<file path="config.mk">
export PLATFORM = sky130hd
export DESIGN_NAME = tsr_router
export DESIGN_NICKNAME = d
export VERILOG_FILES = /design/src/rtl/tsr_pkg.sv /design/src/rtl/tsr_regs.sv /design/src/rtl/tsr_timing.sv /design/src/rtl/tsr_tx.sv /design/src/rtl/tsr_rx.sv /design/src/rtl/tsr_router.sv
export SDC_FILE = /design/constraint.sdc
export NUM_CORES = 1
export LEC_CHECK = 0
export BUFFER_PORTS_ARGS = -buffer_cell sky130_fd_sc_hd__buf_4
export CAP_MARGIN = 20
export CORE_MARGIN = 10
export CORE_UTILIZATION = 50
export DETAILED_ROUTE_END_ITERATION = 7
export GPL_ROUTABILITY_DRIVEN = 0
export GPL_TIMING_DRIVEN = 0
export PLACE_DENSITY = 0.79
export RECOVER_POWER = 25
export SYNTH_ARGS = -nofsm -noshare
export SYNTH_HDL_FRONTEND = slang
export SYNTH_SLANG_ARGS = --single-unit
</file>
<file path="constraint.sdc">
create_clock -name clk -period 3.1 [get_ports clk]
set_input_delay 0.62 -clock clk [delete_from_list [all_inputs] [get_ports clk]]
set_output_delay 0.62 -clock clk [all_outputs]
set_load 0.01 [all_outputs]
</file>
<file path="src/rtl/tsr_pkg.sv">
package tsr_pkg;
    localparam int unsigned TSR_SLOTS = 32;
    localparam int unsigned TSR_BITS  = 8;
    localparam int unsigned TSR_DBITS = 2;
    localparam int unsigned SLOT_IW   = $clog2(TSR_SLOTS);
    localparam int unsigned BIT_IW    = $clog2(TSR_BITS);
    localparam int unsigned REG_AW    = 2;
    localparam int unsigned N_EN      = 4;

    localparam int unsigned SLOT_D  = 0;
    localparam int unsigned SLOT_C  = 1;
    localparam int unsigned SLOT_B1 = 2;
    localparam int unsigned SLOT_B2 = 3;

    localparam int unsigned LB_IO_BIT = 6;
    localparam int unsigned LB_OI_BIT = 5;

    typedef logic [TSR_BITS-1:0] byte_t;

    typedef struct packed {
        logic [SLOT_IW-1:0] slot;
        logic [BIT_IW-1:0]  bitn;
    } pos_t;

    typedef enum logic [REG_AW-1:0] {
        RA_NONE = 2'd0,
        RA_CTL  = 2'd1,
        RA_EN   = 2'd2,
        RA_LOOP = 2'd3
    } reg_addr_e;

    typedef struct packed {
        logic [N_EN-1:0] ch_en;
        logic            lb_in2out;
        logic            lb_out2in;
        byte_t           c_tx;
    } ctrl_t;

    // Voice slot selection: the lower voice slot takes priority.
    function automatic logic is_pcm_slot(input logic [SLOT_IW-1:0] slot,
                                         input logic [N_EN-1:0] en);
        return (slot == SLOT_IW'(SLOT_B1) && en[SLOT_B1]) ||
               (slot == SLOT_IW'(SLOT_B2) && en[SLOT_B2] && !en[SLOT_B1]);
    endfunction
endpackage

</file>
<file path="src/rtl/tsr_regs.sv">
module tsr_regs
    import tsr_pkg::*;
(
    input  logic              clk,
    input  logic              rst,
    input  logic              we,
    input  logic [REG_AW-1:0] waddr,
    input  byte_t             wdata,
    input  logic [REG_AW-1:0] raddr,
    input  byte_t             c_rx,
    output ctrl_t             ctrl,
    output byte_t             rdata
);
    always_ff @(posedge clk) begin
        if (rst) begin
            ctrl <= '{ch_en: '0, lb_in2out: 1'b0, lb_out2in: 1'b0, c_tx: '1};
        end else if (we) begin
            case (reg_addr_e'(waddr))
                RA_CTL:  ctrl.c_tx <= wdata;
                RA_EN:   ctrl.ch_en <= wdata[N_EN-1:0];
                RA_LOOP: begin
                    ctrl.lb_in2out <= wdata[LB_IO_BIT];
                    ctrl.lb_out2in <= wdata[LB_OI_BIT];
                end
                default: ;
            endcase
        end
    end

    always_comb begin
        rdata = '0;
        case (reg_addr_e'(raddr))
            RA_CTL:  rdata = c_rx;
            RA_EN:   rdata[N_EN-1:0] = ctrl.ch_en;
            RA_LOOP: begin
                rdata[LB_IO_BIT] = ctrl.lb_in2out;
                rdata[LB_OI_BIT] = ctrl.lb_out2in;
            end
            default: rdata = '0;
        endcase
    end
endmodule

</file>
<file path="src/rtl/tsr_timing.sv">
module tsr_timing
    import tsr_pkg::*;
(
    input  logic clk,
    input  logic rst,
    input  logic bit_en,
    input  logic frm_sync,
    output pos_t cur,
    output logic cur_vld,
    output pos_t nxt,
    output logic nxt_vld
);
    always_comb begin
        nxt     = cur;
        nxt_vld = cur_vld;
        if (frm_sync) begin
            nxt     = '0;
            nxt_vld = 1'b1;
        end else if (cur_vld) begin
            if (cur.bitn == BIT_IW'(TSR_BITS - 1)) begin
                nxt.bitn = '0;
                nxt.slot = (cur.slot == SLOT_IW'(TSR_SLOTS - 1)) ? '0
                                                                 : cur.slot + SLOT_IW'(1);
            end else begin
                nxt.bitn = cur.bitn + BIT_IW'(1);
            end
        end
    end

    always_ff @(posedge clk) begin
        if (rst) begin
            cur     <= '0;
            cur_vld <= 1'b0;
        end else if (bit_en) begin
            cur     <= nxt;
            cur_vld <= nxt_vld;
        end
    end
endmodule

</file>
<file path="src/rtl/tsr_tx.sv">
module tsr_tx
    import tsr_pkg::*;
(
    input  logic                 clk,
    input  logic                 rst,
    input  logic                 adv,
    input  pos_t                 nxt,
    input  logic                 nxt_vld,
    input  ctrl_t                ctrl,
    input  byte_t                pcm_tx,
    input  logic [TSR_DBITS-1:0] d_tx,
    output logic                 tx_bit,
    output logic                 tx_oe
);
    byte_t sh;
    byte_t ld_byte;
    logic  ld_oe;

    always_comb begin
        ld_byte = '1;
        ld_oe   = 1'b0;
        if (nxt.slot == SLOT_IW'(SLOT_D)) begin
            ld_byte = {d_tx, {(TSR_BITS - TSR_DBITS){1'b1}}};
            ld_oe   = ctrl.ch_en[SLOT_D];
        end else if (nxt.slot == SLOT_IW'(SLOT_C)) begin
            ld_byte = ctrl.c_tx;
            ld_oe   = ctrl.ch_en[SLOT_C];
        end else if (nxt.slot == SLOT_IW'(SLOT_B1) || nxt.slot == SLOT_IW'(SLOT_B2)) begin
            ld_byte = is_pcm_slot(nxt.slot, ctrl.ch_en) ? pcm_tx : '0;
            ld_oe   = 1'b1;
        end
    end

    always_ff @(posedge clk) begin
        if (rst) begin
            sh     <= '1;
            tx_bit <= 1'b1;
            tx_oe  <= 1'b0;
        end else if (adv) begin
            if (!nxt_vld) begin
                tx_bit <= 1'b1;
                tx_oe  <= 1'b0;
            end else if (nxt.bitn == '0) begin
                tx_bit <= ld_byte[TSR_BITS-1];
                sh     <= {ld_byte[TSR_BITS-2:0], 1'b1};
                tx_oe  <= ld_oe;
            end else begin
                tx_bit <= sh[TSR_BITS-1];
                sh     <= {sh[TSR_BITS-2:0], 1'b1};
            end
        end
    end
endmodule

</file>
<file path="src/rtl/tsr_rx.sv">
module tsr_rx
    import tsr_pkg::*;
(
    input  logic                 clk,
    input  logic                 rst,
    input  logic                 adv,
    input  pos_t                 cur,
    input  logic                 cur_vld,
    input  logic                 rbit,
    input  logic [N_EN-1:0]      ch_en,
    output byte_t                pcm_rx,
    output logic                 pcm_vld,
    output byte_t                c_rx,
    output logic                 c_vld,
    output logic [TSR_DBITS-1:0] d_rx,
    output logic                 d_vld
);
    byte_t sh;
    byte_t sh_nxt;

    assign sh_nxt = {sh[TSR_BITS-2:0], rbit};

    always_ff @(posedge clk) begin
        if (rst) begin
            sh      <= '0;
            pcm_rx  <= '0;
            pcm_vld <= 1'b0;
            c_rx    <= '0;
            c_vld   <= 1'b0;
            d_rx    <= '0;
            d_vld   <= 1'b0;
        end else begin
            pcm_vld <= 1'b0;
            c_vld   <= 1'b0;
            d_vld   <= 1'b0;
            if (adv && cur_vld) begin
                sh <= sh_nxt;
                if (cur.bitn == BIT_IW'(TSR_BITS - 1)) begin
                    if (cur.slot == SLOT_IW'(SLOT_C)) begin
                        c_rx  <= sh_nxt;
                        c_vld <= 1'b1;
                    end
                    if (is_pcm_slot(cur.slot, ch_en)) begin
                        pcm_rx  <= sh_nxt;
                        pcm_vld <= 1'b1;
                    end
                end
                if (cur.slot == SLOT_IW'(SLOT_D) && cur.bitn == BIT_IW'(TSR_DBITS - 1)) begin
                    d_rx  <= sh_nxt[TSR_DBITS-1:0];
                    d_vld <= 1'b1;
                end
            end
        end
    end
endmodule

</file>
<file path="src/rtl/tsr_router.sv">
module tsr_router
    import tsr_pkg::*;
(
    input  logic        clk,
    input  logic        rst,
    input  logic        bit_en,
    input  logic        frm_sync,
    input  logic        ser_in,
    output logic        ser_out,
    output logic        ser_oe,
    input  logic        reg_we,
    input  logic [1:0]  reg_waddr,
    input  logic [7:0]  reg_wdata,
    input  logic [1:0]  reg_raddr,
    output logic [7:0]  reg_rdata,
    input  logic [7:0]  pcm_tx,
    output logic [7:0]  pcm_rx,
    output logic        pcm_rx_vld,
    input  logic [1:0]  d_tx,
    output logic [1:0]  d_rx,
    output logic        d_rx_vld,
    output logic        c_rx_vld
);
    ctrl_t           ctrl;
    byte_t           c_rx;
    pos_t            cur, nxt;
    logic            cur_vld, nxt_vld;
    logic            tx_bit, tx_oe;
    logic            line_bit, rx_bit;
    logic [N_EN-1:0] ch_en_q;

    assign ch_en_q = ctrl.ch_en;

    tsr_regs u_regs (
        .clk(clk), .rst(rst), .we(reg_we), .waddr(reg_waddr), .wdata(reg_wdata),
        .raddr(reg_raddr), .c_rx(c_rx), .ctrl(ctrl), .rdata(reg_rdata)
    );

    tsr_timing u_timing (
        .clk(clk), .rst(rst), .bit_en(bit_en), .frm_sync(frm_sync),
        .cur(cur), .cur_vld(cur_vld), .nxt(nxt), .nxt_vld(nxt_vld)
    );

    tsr_tx u_tx (
        .clk(clk), .rst(rst), .adv(bit_en), .nxt(nxt), .nxt_vld(nxt_vld),
        .ctrl(ctrl), .pcm_tx(pcm_tx), .d_tx(d_tx), .tx_bit(tx_bit), .tx_oe(tx_oe)
    );

    // Pin-level loop-back muxes; a released line reads back as one.
    assign line_bit = tx_oe ? tx_bit : 1'b1;
    assign rx_bit   = ctrl.lb_out2in ? line_bit : ser_in;
    assign ser_out  = ctrl.lb_in2out ? ser_in : tx_bit;
    assign ser_oe   = tx_oe;

    tsr_rx u_rx (
        .clk(clk), .rst(rst), .adv(bit_en), .cur(cur), .cur_vld(cur_vld),
        .rbit(rx_bit), .ch_en(ctrl.ch_en), .pcm_rx(pcm_rx), .pcm_vld(pcm_rx_vld),
        .c_rx(c_rx), .c_vld(c_rx_vld), .d_rx(d_rx), .d_vld(d_rx_vld)
    );
endmodule

</file>
# After elaboration in Yosys (flattened, before gate mapping)
# Index checks and enable logic that the tools add are counted.
[word_totals] memories=0 word_cells=90 inputBits=28 ram_bits=0 latch_bits=0 reg_bits=61 output_inout_bits=23 mem_bits_ro=0
[classes] order_cmp=0 mul=0 n_shift=0 n_mux=28 n_addsub=2 n_div=0 n_eq_ne=16 bitwise=2 reduce_logical=25
[ops] cell="$mux 8" count=7
[ops] cell="$eq 5x2->1 const B" count=4
[ops] cell="$mux 1" count=16
[ops] cell="$reduce_and 2->1" count=6
[ops] cell="$eq 5x1->1 const B" count=2
[ops] cell="$logic_not 5->1" count=2
[ops] cell="$mux 5" count=2
[ops] cell="$eq 2x2->1 const B" count=4
[ops] cell="$logic_and 1x1->1" count=8
[ops] cell="$pmux 4 s2" count=1
[ops] cell="$reduce_and 3->1" count=2
[ops] cell="$add 5x1->5 const B" count=1
[ops] cell="$eq 5x5->1 const B" count=1
[ops] cell="$eq 2x1->1 const B" count=2
[ops] cell="$pmux 2 s2" count=1
[ops] cell="$add 3x1->3 const B" count=1
[ops] cell="$eq 3x1->1 const B" count=1
[ops] cell="$eq 3x3->1 const B" count=1
[ops] cell="$logic_not 3->1" count=1
[ops] cell="$logic_or 1x1->1" count=3
[ops] cell="$mux 3" count=1
[ops] cell="$reduce_or 3->1" count=1
[ops] cell="$ne 2x2->1 const B" count=1
[ops] cell="$not 1->1" count=2
[ops] cell="2 further kinds" count=2

# Longest topological paths before layout
[depth] depth_word=15 mapped_depth=9 depth_no_buf=8

# Hierarchy
# A second synthesis with hierarchy kept.
[unflattened] hier_cells=368 area_unflattened_um2=3233.1
[by_module_without_submodules] mod="tsr_rx" cells_per_inst=120 area_each_um2=1168.6 seq_area_each_um2=560.5 n_inst=1
[by_module_without_submodules] mod="tsr_regs" cells_per_inst=81 area_each_um2=750.7 seq_area_each_um2=280.3 n_inst=1
[by_module_without_submodules] mod="tsr_tx" cells_per_inst=85 area_each_um2=665.6 seq_area_each_um2=180.2 n_inst=1
[by_module_without_submodules] mod="tsr_timing" cells_per_inst=77 area_each_um2=625.6 seq_area_each_um2=180.2 n_inst=1
[by_module_without_submodules] mod="tsr_router" cells_per_inst=5 area_each_um2=22.5 seq_area_each_um2=0.0 n_inst=1

# Least setup slack after synthesis
# No wires, ideal clock.
[synth_timing] path_type="register to register" startpoint="register u_timing.cur[3] (netlist name)" endpoint="register u_tx.tx_oe" synth_period_minus_slack_ns=2.161 arrival_ns=2.033 setup_time_ns=0.128 path_slack_ns=0.939 t_required_ns=2.972 stages_incl_launch_ff=9 path_cell_list="dfxtp_1 -> ha_1 -> and3_2 -> ha_1 -> nand3_1 -> nand3_4 -> or4_1 -> a21oi_1 -> o41ai_1"
[synth_via] elab_chain_len=12
[synth_lines] element="$add 5x1->5 / $eq 5x5->1 (equally long branches)" line_no="tsr_timing.sv:23, tsr_timing.sv:22"
[synth_lines] element="$mux 5" line_no="tsr_timing.sv:22" rtl="nxt.slot = (cur.slot == SLOT_IW'(TSR_SLOTS - 1)) ? '0"
[synth_lines] element="$mux 5" line_no="tsr_timing.sv:20" rtl="if (cur.bitn == BIT_IW'(TSR_BITS - 1)) begin"
[synth_lines] element="$mux 8 (*)" line_no="tsr_timing.sv:19" rtl="end else if (cur_vld) begin"
[synth_lines] element="$mux 8 (*)" line_no="tsr_timing.sv:16" rtl="if (frm_sync) begin"
[synth_lines] element="$eq 5x2->1" line_no="tsr_tx.sv:28" rtl="end else if (nxt.slot == SLOT_IW'(SLOT_B1) || nxt.slot == SLOT_IW'(SLOT_B2)) begin"
[synth_lines] element="$logic_or 1x1->1" line_no="tsr_tx.sv:28"
[synth_lines] element="$mux 1" line_no="tsr_tx.sv:28"
[synth_lines] element="$mux 1" line_no="tsr_tx.sv:25" rtl="end else if (nxt.slot == SLOT_IW'(SLOT_C)) begin"
[synth_lines] element="$mux 1 (*)" line_no="tsr_tx.sv:22" rtl="if (nxt.slot == SLOT_IW'(SLOT_D)) begin"
[synth_lines] element="$mux 1 (*)" line_no="tsr_tx.sv:43" rtl="end else if (nxt.bitn == '0) begin"
[synth_lines] element="$mux 1 (*)" line_no="tsr_tx.sv:40" rtl="if (!nxt_vld) begin"
[synth_lines] element="end signal, assigned" line_no="tsr_tx.sv:46" rtl="tx_oe <= ld_oe;"
[synth_lines] element="end, declared" line_no="tsr_tx.sv:13" rtl="output logic tx_oe"
# Mark *: on every way between the ends. The rest lies on a longest branch, timed or not. The select of a mux whose other input is x is not followed.
# A chain may end at the register's enable or synchronous reset.

# Worst setup path after layout
[layout_timing] startpoint="register u_timing.cur[3] (netlist name)" endpoint="register u_tx.sh[6]"
[layout_via] elab_chain_len=14
[layout_lines] element="$add 5x1->5 / $eq 5x5->1 (equally long branches)" line_no="tsr_timing.sv:23, tsr_timing.sv:22"
[layout_lines] element="$mux 5" line_no="tsr_timing.sv:22"
[layout_lines] element="$mux 5" line_no="tsr_timing.sv:20"
[layout_lines] element="$mux 8 (*)" line_no="tsr_timing.sv:19"
[layout_lines] element="$mux 8 (*)" line_no="tsr_timing.sv:16"
[layout_lines] element="$eq 5x2->1" line_no="tsr_pkg.sv:43, tsr_tx.sv:28"
[layout_lines] element="$logic_and 1x1->1 (2 in series)" line_no="tsr_pkg.sv:43" rtl="(slot == SLOT_IW'(SLOT_B2) && en[SLOT_B2] && !en[SLOT_B1]);"
[layout_lines] element="$logic_or 1x1->1" line_no="tsr_pkg.sv:42" rtl="return (slot == SLOT_IW'(SLOT_B1) && en[SLOT_B1]) ||"
[layout_lines] element="$mux 8" line_no="tsr_tx.sv:29" rtl="ld_byte = is_pcm_slot(nxt.slot, ctrl.ch_en) ? pcm_tx : '0;"
[layout_lines] element="$mux 8" line_no="tsr_tx.sv:28"
[layout_lines] element="$mux 8" line_no="tsr_tx.sv:25"
[layout_lines] element="$mux 8 (*)" line_no="tsr_tx.sv:22"
[layout_lines] element="$mux 8 (*)" line_no="tsr_tx.sv:43"
[layout_lines] element="end signal, assigned" line_no="tsr_tx.sv:45" rtl="sh <= {ld_byte[TSR_BITS-2:0], 1'b1};"
[layout_lines] element="end signal, assigned" line_no="tsr_tx.sv:49" rtl="sh <= {sh[TSR_BITS-2:0], 1'b1};"
[layout_lines] element="end, declared" line_no="tsr_tx.sv:15" rtl="byte_t sh;"
# Mark *: on every way between the ends. The rest lies on a longest branch, timed or not.

==> results.toml <==
[setup_path]
end_kind = "register"
cp-startpoint = "u_timing.cur[3]"
r2r_cells = 8
required_ns = 3.31
r2r-start = "u_timing.cur[3]"
reg2reg_slack_ns = 0.68
crit_arrival_ns = 2.64
reg2reg_to = "u_tx.sh[6]"
crit_type = "register to register"
worst-path-max-fanout = 8
critPathLaunchType = "register"

[sta]
final-setup-viol-count = 0
grt_setup_unrepaired = "no"
slew_violations = 0
fmax_mhz = 413
hold_viol_final = 0
tightest_slew_ns = 0.679
fin_crit_sh = 0.782
fin_worst_skew_ns = 0.0115
setup_tns_ns = 0
fin_crit_ns = 2.42
slew_headroom = 0.544

[final_layout]
final_cell_mix = "dfxtp_1 (60), nor2_1 (44), buf_4 (44)"
final_cells = 489
finish.instance_area_mm2 = 0.00369
area_growth_pct = 19.4
layout_commonest_cell = "dfxtp_1"
drive_above_1_share = 0.200
fillers = 544
diodes = 0
nets = 449

[synthesis]
synth_area_mm2 = 0.00309
syn_area_per_cell_um2 = 8.81
syn-num-nets = 390
yosysTopAreaCellShare = 0.389
synth_edf_count = 0
netlist-cell-type-count = 60
yosysSeqAreaShare = 0.389
ys.flop_type = "dfxtp_1"
ys_ff_latch = 60
yosysTopAreaCell = "dfxtp_1"
syn-instance-count = 351
ys_top_cells_by_area = "dfxtp_1 (39%), mux2i_1 (8.1%), nor2_1 (5.3%), nand2_1 (4.6%), ha_1 (4.5%)"
ys_warn_count = 0
async_reset_ff_frac = 0

[floorplan]
io_pins = 51
die_w_um = 98.6
core_area_mm2 = 0.00596
fp.dieH_um = 98.6
rows = 28
start_util = 0.519
dieArea_mm2 = 0.00973

[drt]
num_vias = 2836
wl_mm = 8.08
wl_per_cell_um = 16.5
first_pass_iters = 5
drtIter0Drc = 196
drtAntennaViolNets = 0
drc = 0
routed_via_density = 5.80

[global_route]
grt_pass1_wl_mm = 13.4
gr-total-overflow = 0
grt_antenna_before_repair = 0
grt_pass1_vias = 2733
grt.total_usage = 0.162
grt_max_degree = 11

[pwr]
clkPwrFrac = 0.392
ir_drop_v = 0.000313
switching_share = 0.256
power_density_mw_per_mm2 = 420
p_comb_frac = 0.091
p_int_mw = 1.15
leakage_nw = 1.57
switching_power_uw = 397
seqPwrFrac = 0.517

[clock_tree]
clk_path_buf_depth = 2
clk-insertion-delay-late_ns = 0.34
ctsRootBufferMaster = "clkbuf_8"
htreeDepth = 3
cts_made_buffers = 9
post_cts_buffers = 0
ctsResizeCount = 0
hold_buffers = 0
clock_sinks = 60
path_clk_slew_ns = 0.07
cts_tree = "yes"

[run]
cap_violations = 0

[placement]
place_area_mm2 = 0.00355
io_buffers = 48
dp_hpwl_mm = 6.12
place_inst = 474

[min_path]
hold_path.class = "register to register"
min_to = "u_regs.ctrl[4]"
min_path_cells = 2
min-delay-start = "u_regs.ctrl[4]"

[outcome]
status = "complete, no violations"
## per-stage QoR
stage,hold slack [ns],setup WS [ns],util,total power [mW]
floorplan,0.432,0.939,-,0.896
global placement,0.446,0.737,0.595,0.953
detailed placement,0.449,0.693,0.595,0.956
CTS,0.469,0.708,0.624,1.56
global route,0.484,0.518,0.620,1.61
finish,0.469,0.676,0.620,1.55
## critical path: stages (launching register included)
cell and delay [ns]:
dfxtp_1 0.37, ha_1 0.29, and3_2 0.23, ha_1 0.22
a31o_4 0.30, nor3b_2 0.28, nand4_2 0.22, o221ai_1 0.26
o211ai_1 0.13
## layer usage
layer,vias to the layer above,GRT usage,share of wire
met2,131,0.258,0.46
li1,1384,-,-
met3,12,0.0412,0.082
met1,1309,0.207,0.44
met5,-,0,0
met4,0,0.0562,0.011
## logic make-up after synthesis
family                   Yosys count  synth area share
AO/OA/AOI/OAI                     83             0.204
buffers and inverters             32            0.0538
AND/OR/NAND/NOR                  140             0.229
adder cells (fa/ha/maj)           11            0.0445
flip-flops                        60             0.389
multiplexers                      25            0.0809
## sequential cells by signal, indices dropped and copies added (netlist names)
register / flops
u_rx.sh: 7
u_timing.cur_vld: 1
u_rx.d_rx: 2
u_tx.tx_oe: 1
u_rx.pcm_rx: 8
u_rx.c_vld: 1
u_rx.pcm_vld: 1
u_tx.tx_bit: 1
u_rx.c_rx: 8
u_rx.d_vld: 1
u_regs.ctrl: 14
u_timing.cur: 8
u_tx.sh: 7
## final cells by class
| cell class | instances | area, um2 | area share |
|---|---|---|---|
| Clock buffer | 11 | 141 | 0.0383 |
| Tap cell | 75 | 93.8 | 0.0254 |
| Buffer | 22 | 129 | 0.0349 |
| Clock inverter | 4 | 26.3 | 0.00712 |
| Sequential cell | 60 | 1200 | 0.325 |
| Timing Repair Buffer | 48 | 338 | 0.0915 |
| Multi-Input combinational cell | 259 | 1720 | 0.467 |
| Inverter | 10 | 37.5 | 0.0102 |
## power groups by stage
stage	clock (mW)	sequential, mW	combinational [mW]
global placement	0	0.817	0.136
global route	0.651	0.801	0.154
CTS	0.620	0.800	0.139
detailed placement	0	0.817	0.138
finish	0.608	0.800	0.141
floorplan	0	0.813	0.0838
## synthesized netlist by cell type (all sizes together) (2+ instances only)
cell,count
a21boi,3
a21oi,24
a221oi,2
a22o,2
a22oi,6
a32oi,3
and2,4
and3,4
and3b,2
buf,10
clkbuf,12
dfxtp,60
ha,11
inv,10
mux2i,25
nand2,38
nand3,17
nand3b,2
nand4,3
nor2,45
nor2b,2
nor3,6
nor3b,7
nor4,2
o211ai,6
o21a,2
o21ai,16
o221a,2
o221ai,5
o31ai,2
or4,2
## how the worst max path moves through the flow
| stage | to | depth (start not counted) |
|---|---|---|
| floorplan | u_tx.tx_oe | 8 |
| global placement | u_tx.sh[7] | 8 |
| detailed placement | u_tx.tx_oe | 8 |
| CTS | u_tx.tx_oe | 8 |
| global route | u_tx.tx_oe | 8 |
| finish | u_tx.sh[6] | 8 |
(Power assumes the default switching activity.)
